File: src/rtl/wonce_pkg.sv
package wonce_pkg;

  typedef enum logic [1:0] {
    LS_INV = 2'd0,
    LS_VAL = 2'd1,
    LS_RSV = 2'd2,
    LS_DRT = 2'd3
  } lineState_e;

  typedef enum logic [2:0] {
    BC_NONE   = 3'd0,
    BC_READ   = 3'd1,
    BC_READX  = 3'd2,
    BC_WRITE  = 3'd3,
    BC_WRBACK = 3'd4,
    BC_INVAL  = 3'd5
  } busCmd_e;

  // strobes from control to datapath
  typedef struct packed {
    logic       capReq;       // latch processor address and data
    logic       capHitData;   // load response register from the array
    logic       capBusData;   // load response register from the bus
    logic       lineWr;       // write tag, state and data at request index
    lineState_e newState;     // state written with lineWr
    logic       dataFromBus;  // line data comes from busRdata
    logic       addrVictim;   // bus carries the victim line
  } dpStrobe_t;

endpackage

File: src/rtl/wonce_datapath.sv
module wonce_datapath
  import wonce_pkg::*;
#(
  parameter int ADDR_W  = 16,
  parameter int DATA_W  = 32,
  parameter int INDEX_W = 2
) (
  input  logic              clk,
  input  logic              rstN,
  input  logic [ADDR_W-1:0] cpuAddr,
  input  logic [DATA_W-1:0] cpuWdata,
  input  dpStrobe_t         strobe,
  input  logic [DATA_W-1:0] busRdata,
  input  logic              snpValid,
  input  logic [2:0]        snpCmd,
  input  logic [ADDR_W-1:0] snpAddr,
  output logic              liveHit,
  output lineState_e        liveState,
  output logic              liveVictimDirty,
  output logic [ADDR_W-1:0] busAddr,
  output logic [DATA_W-1:0] busWdata,
  output logic [DATA_W-1:0] cpuRdata,
  output logic              snpOwned,
  output logic              snpFlush,
  output logic [DATA_W-1:0] snpData
);

  localparam int LINES = 1 << INDEX_W;
  localparam int TAG_W = ADDR_W - INDEX_W;

  lineState_e        stateArr [LINES];
  logic [TAG_W-1:0]  tagArr   [LINES];
  logic [DATA_W-1:0] dataArr  [LINES];

  logic [ADDR_W-1:0] reqAddr;
  logic [DATA_W-1:0] reqWdata;
  logic [DATA_W-1:0] rdataReg;

  logic [INDEX_W-1:0] cpuIdx, reqIdx, snpIdx;
  logic [TAG_W-1:0]   cpuTag, reqTag, snpTag;

  assign cpuIdx = cpuAddr[INDEX_W-1:0];
  assign cpuTag = cpuAddr[ADDR_W-1:INDEX_W];
  assign reqIdx = reqAddr[INDEX_W-1:0];
  assign reqTag = reqAddr[ADDR_W-1:INDEX_W];
  assign snpIdx = snpAddr[INDEX_W-1:0];
  assign snpTag = snpAddr[ADDR_W-1:INDEX_W];

  // lookup for the live processor request
  assign liveState       = stateArr[cpuIdx];
  assign liveHit         = (stateArr[cpuIdx] != LS_INV) && (tagArr[cpuIdx] == cpuTag);
  assign liveVictimDirty = (stateArr[cpuIdx] == LS_DRT);

  // bus address and data: victim line or latched request
  assign busAddr  = strobe.addrVictim ? {tagArr[reqIdx], reqIdx} : reqAddr;
  assign busWdata = strobe.addrVictim ? dataArr[reqIdx] : reqWdata;
  assign cpuRdata = rdataReg;

  // snoop reaction for one line
  function automatic lineState_e snoopNext(input lineState_e cur, input logic hit,
                                           input logic [2:0] cmd);
    lineState_e nxt;
    nxt = cur;
    if (hit) begin
      case (cmd)
        BC_READ:                     nxt = (cur == LS_INV) ? LS_INV : LS_VAL;
        BC_READX, BC_WRITE, BC_INVAL: nxt = LS_INV;
        default:                     nxt = cur;
      endcase
    end
    return nxt;
  endfunction

  logic [LINES-1:0]       snpSel;
  lineState_e [LINES-1:0] snpNext;

  for (genvar g = 0; g < LINES; g++) begin : g_snoop
    assign snpSel[g]  = snpValid && (snpIdx == INDEX_W'(g)) &&
                        (stateArr[g] != LS_INV) && (tagArr[g] == snpTag);
    assign snpNext[g] = snoopNext(stateArr[g], snpSel[g], snpCmd);
  end

  logic snpMatch;
  assign snpMatch = |snpSel;
  assign snpOwned = snpMatch && ((stateArr[snpIdx] == LS_RSV) || (stateArr[snpIdx] == LS_DRT));
  assign snpFlush = snpMatch && (stateArr[snpIdx] == LS_DRT) &&
                    ((snpCmd == BC_READ) || (snpCmd == BC_READX));
  assign snpData  = dataArr[snpIdx];

  always_ff @(posedge clk or negedge rstN) begin
    if (!rstN) begin
      reqAddr  <= '0;
      reqWdata <= '0;
      rdataReg <= '0;
      for (int i = 0; i < LINES; i++) begin
        stateArr[i] <= LS_INV;
        tagArr[i]   <= '0;
        dataArr[i]  <= '0;
      end
    end else begin
      if (strobe.capReq) begin
        reqAddr  <= cpuAddr;
        reqWdata <= cpuWdata;
      end
      if (strobe.capHitData)      rdataReg <= dataArr[cpuIdx];
      else if (strobe.capBusData) rdataReg <= busRdata;
      // local completion takes priority over a snoop on the same line
      for (int i = 0; i < LINES; i++) begin
        if (strobe.lineWr && (reqIdx == INDEX_W'(i))) begin
          stateArr[i] <= strobe.newState;
          tagArr[i]   <= reqTag;
          dataArr[i]  <= strobe.dataFromBus ? busRdata : reqWdata;
        end else begin
          stateArr[i] <= snpNext[i];
        end
      end
    end
  end

endmodule

File: src/rtl/wonce_control.sv
module wonce_control
  import wonce_pkg::*;
(
  input  logic       clk,
  input  logic       rstN,
  input  logic       cpuReq,
  input  logic       cpuWe,
  input  logic       liveHit,
  input  lineState_e liveState,
  input  logic       liveVictimDirty,
  input  logic       busAck,
  output dpStrobe_t  strobe,
  output logic       busReq,
  output logic [2:0] busCmd,
  output logic       cpuReady
);

  typedef enum logic [1:0] {ST_IDLE, ST_WB, ST_XACT, ST_RESP} fsm_e;

  fsm_e       fsm, fsmNext;
  busCmd_e    cmdReg, cmdNext;
  lineState_e endState, endStateNext;
  logic       fromBus, fromBusNext;

  always_ff @(posedge clk or negedge rstN) begin
    if (!rstN) begin
      fsm      <= ST_IDLE;
      cmdReg   <= BC_NONE;
      endState <= LS_INV;
      fromBus  <= 1'b0;
    end else begin
      fsm      <= fsmNext;
      cmdReg   <= cmdNext;
      endState <= endStateNext;
      fromBus  <= fromBusNext;
    end
  end

  always_comb begin
    fsmNext         = fsm;
    cmdNext         = cmdReg;
    endStateNext    = endState;
    fromBusNext     = fromBus;
    strobe          = '0;
    strobe.newState = endState;
    busReq          = 1'b0;
    busCmd          = BC_NONE;
    cpuReady        = 1'b0;
    case (fsm)
      ST_IDLE: begin
        if (cpuReq) begin
          strobe.capReq = 1'b1;
          if (liveHit && !cpuWe) begin
            strobe.capHitData = 1'b1;
            fsmNext           = ST_RESP;
          end else if (liveHit) begin
            // first write goes through, later writes only invalidate
            cmdNext      = (liveState == LS_VAL) ? BC_WRITE : BC_INVAL;
            endStateNext = (liveState == LS_VAL) ? LS_RSV : LS_DRT;
            fromBusNext  = 1'b0;
            fsmNext      = ST_XACT;
          end else begin
            cmdNext      = cpuWe ? BC_READX : BC_READ;
            endStateNext = cpuWe ? LS_DRT : LS_VAL;
            fromBusNext  = !cpuWe;
            fsmNext      = liveVictimDirty ? ST_WB : ST_XACT;
          end
        end
      end
      ST_WB: begin
        busReq            = 1'b1;
        busCmd            = BC_WRBACK;
        strobe.addrVictim = 1'b1;
        if (busAck) fsmNext = ST_XACT;
      end
      ST_XACT: begin
        busReq = 1'b1;
        busCmd = cmdReg;
        if (busAck) begin
          strobe.lineWr      = 1'b1;
          strobe.dataFromBus = fromBus;
          strobe.capBusData  = fromBus;
          fsmNext            = ST_RESP;
        end
      end
      ST_RESP: begin
        cpuReady = 1'b1;
        fsmNext  = ST_IDLE;
      end
      default: fsmNext = ST_IDLE;
    endcase
  end

endmodule

File: src/rtl/wonce_cache.sv
module wonce_cache
  import wonce_pkg::*;
#(
  parameter int ADDR_W  = 16,
  parameter int DATA_W  = 32,
  parameter int INDEX_W = 2
) (
  input  logic              clk,
  input  logic              rstN,
  input  logic              cpuReq,
  input  logic              cpuWe,
  input  logic [ADDR_W-1:0] cpuAddr,
  input  logic [DATA_W-1:0] cpuWdata,
  output logic              cpuReady,
  output logic [DATA_W-1:0] cpuRdata,
  output logic              busReq,
  output logic [2:0]        busCmd,
  output logic [ADDR_W-1:0] busAddr,
  output logic [DATA_W-1:0] busWdata,
  input  logic              busAck,
  input  logic [DATA_W-1:0] busRdata,
  input  logic              snpValid,
  input  logic [2:0]        snpCmd,
  input  logic [ADDR_W-1:0] snpAddr,
  output logic              snpOwned,
  output logic              snpFlush,
  output logic [DATA_W-1:0] snpData
);

  dpStrobe_t  strobe;
  logic       liveHit;
  lineState_e liveState;
  logic       liveVictimDirty;

  wonce_control u_ctrl (
    .clk             (clk),
    .rstN            (rstN),
    .cpuReq          (cpuReq),
    .cpuWe           (cpuWe),
    .liveHit         (liveHit),
    .liveState       (liveState),
    .liveVictimDirty (liveVictimDirty),
    .busAck          (busAck),
    .strobe          (strobe),
    .busReq          (busReq),
    .busCmd          (busCmd),
    .cpuReady        (cpuReady)
  );

  wonce_datapath #(
    .ADDR_W  (ADDR_W),
    .DATA_W  (DATA_W),
    .INDEX_W (INDEX_W)
  ) u_dp (
    .clk             (clk),
    .rstN            (rstN),
    .cpuAddr         (cpuAddr),
    .cpuWdata        (cpuWdata),
    .strobe          (strobe),
    .busRdata        (busRdata),
    .snpValid        (snpValid),
    .snpCmd          (snpCmd),
    .snpAddr         (snpAddr),
    .liveHit         (liveHit),
    .liveState       (liveState),
    .liveVictimDirty (liveVictimDirty),
    .busAddr         (busAddr),
    .busWdata        (busWdata),
    .cpuRdata        (cpuRdata),
    .snpOwned        (snpOwned),
    .snpFlush        (snpFlush),
    .snpData         (snpData)
  );

endmodule

File: config.mk
export PLATFORM = sky130hd
export DESIGN_NAME = wonce_cache
export DESIGN_NICKNAME = d
export VERILOG_FILES = /design/src/rtl/wonce_pkg.sv /design/src/rtl/wonce_datapath.sv /design/src/rtl/wonce_control.sv /design/src/rtl/wonce_cache.sv
export SDC_FILE = /design/constraint.sdc
export NUM_CORES = 1
export LEC_CHECK = 0
export ABC_AREA = 1
export BUFFER_PORTS_ARGS = -buffer_cell sky130_fd_sc_hd__clkbuf_2
export CAP_MARGIN = 20
export CORE_ASPECT_RATIO = 0.5
export CORE_MARGIN = 2
export CORE_UTILIZATION = 35
export DETAILED_ROUTE_END_ITERATION = 10
export GPL_TIMING_DRIVEN = 1
export SYNTH_ARGS = -nofsm -noshare
export SYNTH_HDL_FRONTEND = slang
export SYNTH_SLANG_ARGS = --single-unit
File: constraint.sdc
create_clock -name clk -period 3.6 [get_ports clk]
set_input_delay 0 -clock clk [delete_from_list [all_inputs] [get_ports clk]]
set_output_delay 0 -clock clk [all_outputs]
set_load 0.1 [all_outputs]
==> impl_metrics.ini, run 1 <==
[run_status]
outcome = complete, no violations

[placed_design]
dp_hpwl_mm = 39.5
io_buffer_count = 223
place_congestion = 0.933

[yosys]
synthMuxAreaShare_pct = 0
synth.distinct_cells = 35
synth_warnings = 0
syn_nets = 2322
synth_fa_ha_area_share_pct = 0.392
yosysSeqAreaShare_pct = 43.9
syn_area_um2 = 16000
synth_top_family_by_area = simple AND/OR/NAND/NOR gates
synthCells = 2212
synth-seq-cells = 280
synth_compound_area_share_pct = 21.9
synth_xor_area_share_pct = 0.604
synth-simple-area-share_pct = 23.9
synth_flop_cell = dfrtp_1
syn_area_per_cell_um2 = 7.21
synth_edf_count = 0
synthArstFlopShare_pct = 100

[timing]
fmax_mhz = 324
tightest_slew_ps = 926
fin_crit_sh_pct = 85.7
relSlewSlack_pct = 38.3
tns_ps = 0
hold_viol_final = 0
finClkSkew_ps = 25.5
period_minus_slack_ps = 3090
rsz0062_at_grt = no
final_max_slew_viol_count = 0
setup_viol_count_final = 0

[layout]
final_util_pct = 43.0
n_antenna_cell = 0
layout_common_cells = nand2_1 (629), o21ai_0 (348), dfrtp_1 (280), clkbuf_2 (220), inv_1 (215)
drive_gt1_share_pct = 13.1
fin_nets = 2557
fillers = 4605
final_common_cell = nand2_1
seq_area_um2 = 7010
area_delta_synth_final_pct = 21.4
multi_input_area_um2 = 7520

[power]
share_comb_of_total_power_pct = 57.8
p_seq_share_pct = 28.1
switching_share_pct = 58.6
p_sw_mw = 12.3
totalPowerFinal_mw = 21.0
power.density_nw_per_um2 = 1090
peakVddDrop_mv = 0.871
p_leak_nw = 9.06
clockPowerShare_pct = 14.1
power.internal_mw = 8.70

[clock_network]
numCtsBuffers = 29
cts_root_buf = clkbuf_16
cts_hold_buf = 87
cts_tree = done
postCtsResizedCells = 0
cts_buffer_depth = 3
clk_latency_ps = 600
cts_htree_levels = 1
clock_sinks = 280
clk_pin_slew_ps = 70
post-cts-setup-buffer-count = 0

[route]
ant_nets = 0
routedWlPerCell_um = 20.1
drt-total-wl_mm = 61.6
via_count = 16763
drt_first_pass_iters = 6
drt_iter0_markers = 1878
drc_errors = 0
via_per_inst = 5.48

[die]
ios = 224
dieArea_um2 = 47400
die_w_um = 306
die_y_um = 155
core_um2 = 45100
row_count = 55
start_util_pct = 35.4

[critical_path]
r2r_start = u_ctrl.fsm[0]$_DFFE_PN0P_
cp_max_fo = 38
reg2reg_to = u_dp.dataArr[28]$_DFFE_PN0P_
end_kind = primary output
worstPathRequired_ps = 3600
reg2regPathDepth = 11
worst_setup_path_start_kind = flip-flop
worstSetupPathType = reg2out
critical_path_arrival_ps = 3090
r2r_slack_ps = 880

[worst_hold_path]
min_path_type = in2async

[grt]
grt_antenna_before_repair = 0
grtUsageTotal_pct = 25.6
grt_pass1_wl_mm = 94.7
grt_max_degree = 100
grt_remaining_overflow = 0
grt_pass1_vias = 16104

[run]
maxCapViolations = 0
[cell type report]
| class | instances | area share, % |
|---|---|---|
| multi-input cells | 1565 | 38.9 |
| well taps | 598 | 3.86 |
| inverters | 226 | 4.39 |
| clock inverters | 6 | 0.362 |
| flip-flops and latches | 280 | 36.2 |
| repair buffers | 345 | 12.1 |
| clock buffers | 41 | 4.19 |
[how the worst max path moves through the flow]
stage                                   end                   startpoint  slack (ps)  cells past startpoint
5_1_grt                        busWdata[17]  u_dp.reqAddr[0]$_DFFE_PN0P_         400                      7
2_1_floorplan                  busWdata[11]    u_ctrl.fsm[1]$_DFFE_PN0P_         320                      6
6_report                       busWdata[31]    u_ctrl.fsm[1]$_DFFE_PN0P_         510                      6
4_1_cts                        busWdata[17]  u_dp.reqAddr[0]$_DFFE_PN0P_         510                      7
3_5_place_dp   u_dp.dataArr[28]$_DFFE_PN0P_    u_ctrl.fsm[0]$_DFFE_PN0P_         900                     10
3_3_place_gp   u_dp.dataArr[28]$_DFFE_PN0P_    u_ctrl.fsm[0]$_DFFE_PN0P_         920                     10
[sequential cells by signal (all words and copies together) (netlist names)]
name / count
u_ctrl.fromBus: 1
u_dp.tagArr: 56
u_dp.reqWdata: 32
u_dp.reqAddr: 16
u_ctrl.endState: 2
u_dp.dataArr: 128
u_ctrl.fsm: 2
u_dp.cpuRdata: 32
u_dp.stateArr: 8
u_ctrl.cmdReg: 3
[power by group through the flow]
stage | sequential (mW) | combinational [mW] | clock, mW
floorplan | 6.63 | 8.28 | 0
detailed placement | 5.88 | 12.0 | 0
finish | 5.90 | 12.1 | 2.97
global route | 6.07 | 12.9 | 3.14
global placement | 5.87 | 11.9 | 0
CTS | 5.85 | 12.1 | 3.01
[metrics by stage]
step	std cells	cell area, um2	worst slack [ps]	hold WS, ps
2_1_floorplan	2212	16000	317	-296
3_5_place_dp	2927	17600	904	111
6_report	3061	19400	514	33.7
5_1_grt	3061	19400	398	108
3_3_place_gp	2927	17600	923	114
4_1_cts	3061	19400	508	44.8
[worst max-delay path: stages (launching register included)]
cell and delay, ps:
dfrtp_1 410, inv_1 140, ha_4 560, buf_4 420, nor2_1 90, a41oi_1 330
clkbuf_2 540
[cell families (layout without fill, tap and decap cells)]
family	Yosys count	count (layout)
adders and majority gates	5	5
buffers and inverters	367	618
AOI/OAI and AO/OA	614	614
and+or+nand+nor	935	935
xor gates and xnor gates	11	11
DFF	280	280
[cell usage after synthesis, types with 3 or more instances]
| cell | number | share of area (%) |
|---|---|---|
| o21ai_0 | 348 | 11 |
| buf_6 | 10 | 0.71 |
| a41oi_1 | 24 | 1.3 |
| a31oi_1 | 13 | 0.51 |
| buf_4 | 9 | 0.42 |
| nand3_1 | 179 | 5.6 |
| inv_1 | 216 | 5.1 |
| clkinv_1 | 3 | 0.071 |
| nand3b_1 | 5 | 0.24 |
| o21ai_1 | 13 | 0.41 |
| buf_2 | 4 | 0.13 |
| dfrtp_1 | 280 | 44 |
| or2_2 | 3 | 0.12 |
| a22oi_1 | 51 | 2.4 |
| nor3_1 | 4 | 0.13 |
| ha_1 | 5 | 0.39 |
| o221ai_1 | 28 | 1.5 |
| nor2_1 | 100 | 2.4 |
| o22ai_1 | 44 | 1.7 |
| xor2_1 | 3 | 0.16 |
| inv_2 | 6 | 0.14 |
| xnor2_1 | 8 | 0.44 |
| buf_1 | 4 | 0.094 |
| nand2_1 | 630 | 15 |
| nand4_1 | 11 | 0.43 |
| a21oi_1 | 87 | 2.7 |
| clkbuf_1 | 114 | 2.7 |
[per-layer routing]
metal,up-vias,share of wire (%),wire length (um),track usage (%)
met5,-,0,0,0
met4,0,3.5,2170,9.36
met3,127,6.6,4040,3.06
met2,739,48,29600,43.5
met1,8051,42,25800,33.7
li1,7846,-,-,-
Note: power is estimated with default switching activity, not from simulation.
==> inputs of run 2 (changes only) <==
CORE_UTILIZATION = 55   (was 35)
PLACE_DENSITY = 0.77   (was default)
==> impl_metrics.ini, run 2 (synthesized netlist as in run 1, its figures left out) <==
[power]
share_comb_of_total_power_pct = 57.5
power.internal_mw = 8.68
p_leak_nw = 9.05
p_sw_mw = 12.2
switching_share_pct = 58.5
clockPowerShare_pct = 14.2
p_seq_share_pct = 28.3
power.density_nw_per_um2 = 1100
peakVddDrop_mv = 0.876
totalPowerFinal_mw = 20.9

[die]
ios = 224
die_w_um = 245
dieArea_um2 = 30500
die_y_um = 124
row_count = 44
start_util_pct = 55.5
core_um2 = 28700

[grt]
grt_max_degree = 97
grt_pass1_wl_mm = 88.9
grtUsageTotal_pct = 37.1
grt_antenna_before_repair = 1
grt_pass1_vias = 16183
grt_remaining_overflow = 0

[clock_network]
post-cts-setup-buffer-count = 0
postCtsResizedCells = 0
cts_root_buf = clkbuf_16
cts_htree_levels = 1
clk_pin_slew_ps = 70
clock_sinks = 280
clk_latency_ps = 560
cts_tree = done
numCtsBuffers = 27
cts_buffer_depth = 3

[timing]
finClkSkew_ps = 21.8
fmax_mhz = 305
rsz0062_at_grt = no
tightest_slew_ps = 917
fin_crit_sh_pct = 91.1
final_max_slew_viol_count = 0
setup_viol_count_final = 0
relSlewSlack_pct = 38.9
period_minus_slack_ps = 3280
tns_ps = 0
hold_viol_final = 0

[layout]
drive_gt1_share_pct = 13.3
n_antenna_cell = 0
layout_common_cells = nand2_1 (629), o21ai_0 (348), dfrtp_1 (280), clkbuf_2 (220), inv_1 (215)
top_regs = u_dp.dataArr: 128 flops, u_dp.tagArr: 56 flops
regMostFlops = u_dp.dataArr
fin_nets = 2553
area_delta_synth_final_pct = 19.5
fillers = 2543
final_common_cell = nand2_1
largest_reg_flops = 128

[placed_design]
io_buffer_count = 223
place_congestion = 0.987
dp_hpwl_mm = 36.0

[route]
drc_errors = 0
drt_first_pass_iters = 6
ant_nets = 0
drt_iter0_markers = 2480
via_count = 17303
routedWlPerCell_um = 20.1
drt-total-wl_mm = 57.4
via_per_inst = 6.06

[critical_path]
worstSetupPathType = reg2out
critical_path_arrival_ps = 3280
worstPathRequired_ps = 3600
end_kind = primary output
worst_setup_path_start_kind = flip-flop
cp_max_fo = 25

[worst_hold_path]
min_path_type = in2async

[run]
maxCapViolations = 0

[run_status]
outcome = complete, no violations
==> run 2: area by class of cell <==
cell class                      count  area, um2  share of cell area, %
Multi-Input combinational cell   1565       7520                   39.4
Sequential cell                   280       7010                   36.8
Timing Repair Buffer              343       2290                   12.0
Inverter                          226        851                   4.46
Clock buffer                       38        777                   4.08
Tap cell                          391        489                   2.57
Clock inverter                     11        131                  0.689
==> run 2: worst max-delay path: stages, from the launching register on <==
cell and delay [ps]:
dfrtp_1 440, inv_1 130, nand2_1 320, clkinv_1 390
buf_4 500, nand2_1 130, a41oi_1 280, clkbuf_2 500
==> run 2: metal layers <==
metal / global-route usage (%) / vias to the layer above / routed length [um] / share of wire, %
met5: 0 / - / 0 / 0
met4: 16.0 / 0 / 2540 / 4.4
met3: 7.22 / 209 / 6410 / 11
met2: 59.1 / 1145 / 26100 / 46
met1: 49.8 / 8105 / 22300 / 39
li1: - / 7844 / - / -
==> run 2: power groups by stage <==
| stage | combinational (mW) | sequential, mW | clock [mW] |
|---|---|---|---|
| 2_1_floorplan | 8.28 | 6.63 | 0 |
| 3_5_place_dp | 11.8 | 5.88 | 0 |
| 4_1_cts | 11.9 | 5.85 | 2.99 |
| 5_1_grt | 12.7 | 6.07 | 3.12 |
| 6_report | 12.0 | 5.92 | 2.97 |
| 3_3_place_gp | 11.6 | 5.88 | 0 |
==> run 2: through the flow <==
| step | instances | instance area [um2] | setup slack (ps) | hold WS [ps] | util [%] |
|---|---|---|---|---|---|
| global route | 2854 | 19100 | 252 | 80.3 | 66.3 |
| finish | 2854 | 19100 | 321 | 63.1 | 66.3 |
| floorplan | 2212 | 16000 | 317 | -296 | - |
| detailed placement | 2721 | 17300 | 795 | 85.0 | 60.3 |
| CTS | 2854 | 19100 | 392 | 38.4 | 66.3 |
| global placement | 2721 | 17300 | 829 | 83.4 | 60.3 |
==> run 2: timing repair <==
item                       CTS  global route
hold endpoints to repair   296             0
hold buffers                84             0
setup endpoints to repair    0             0
==> run 2: worst paths after layout <==
kind                                                    from                      endpoint  slack, ps  depth (start not counted)
worst max-delay path             u_dp.reqAddr[0]$_DFFE_PN0P_                   busWdata[1]        320                          7
worst min-delay path                                    rstN   u_dp.tagArr[22]$_DFFE_PN0P_         60                          2
worst max register to register     u_ctrl.fsm[0]$_DFFE_PN0P_   u_dp.dataArr[3]$_DFFE_PN0P_        700                         10
worst min register to register  u_ctrl.cmdReg[2]$_DFFE_PN0P_  u_ctrl.cmdReg[2]$_DFFE_PN0P_        480                          2
max in group asynchronous                               rstN   u_dp.dataArr[8]$_DFFE_PN0P_       2560                          3
min in group clk                                   snpCmd[1]  u_dp.stateArr[6]$_DFFE_PN0P_         70                          4
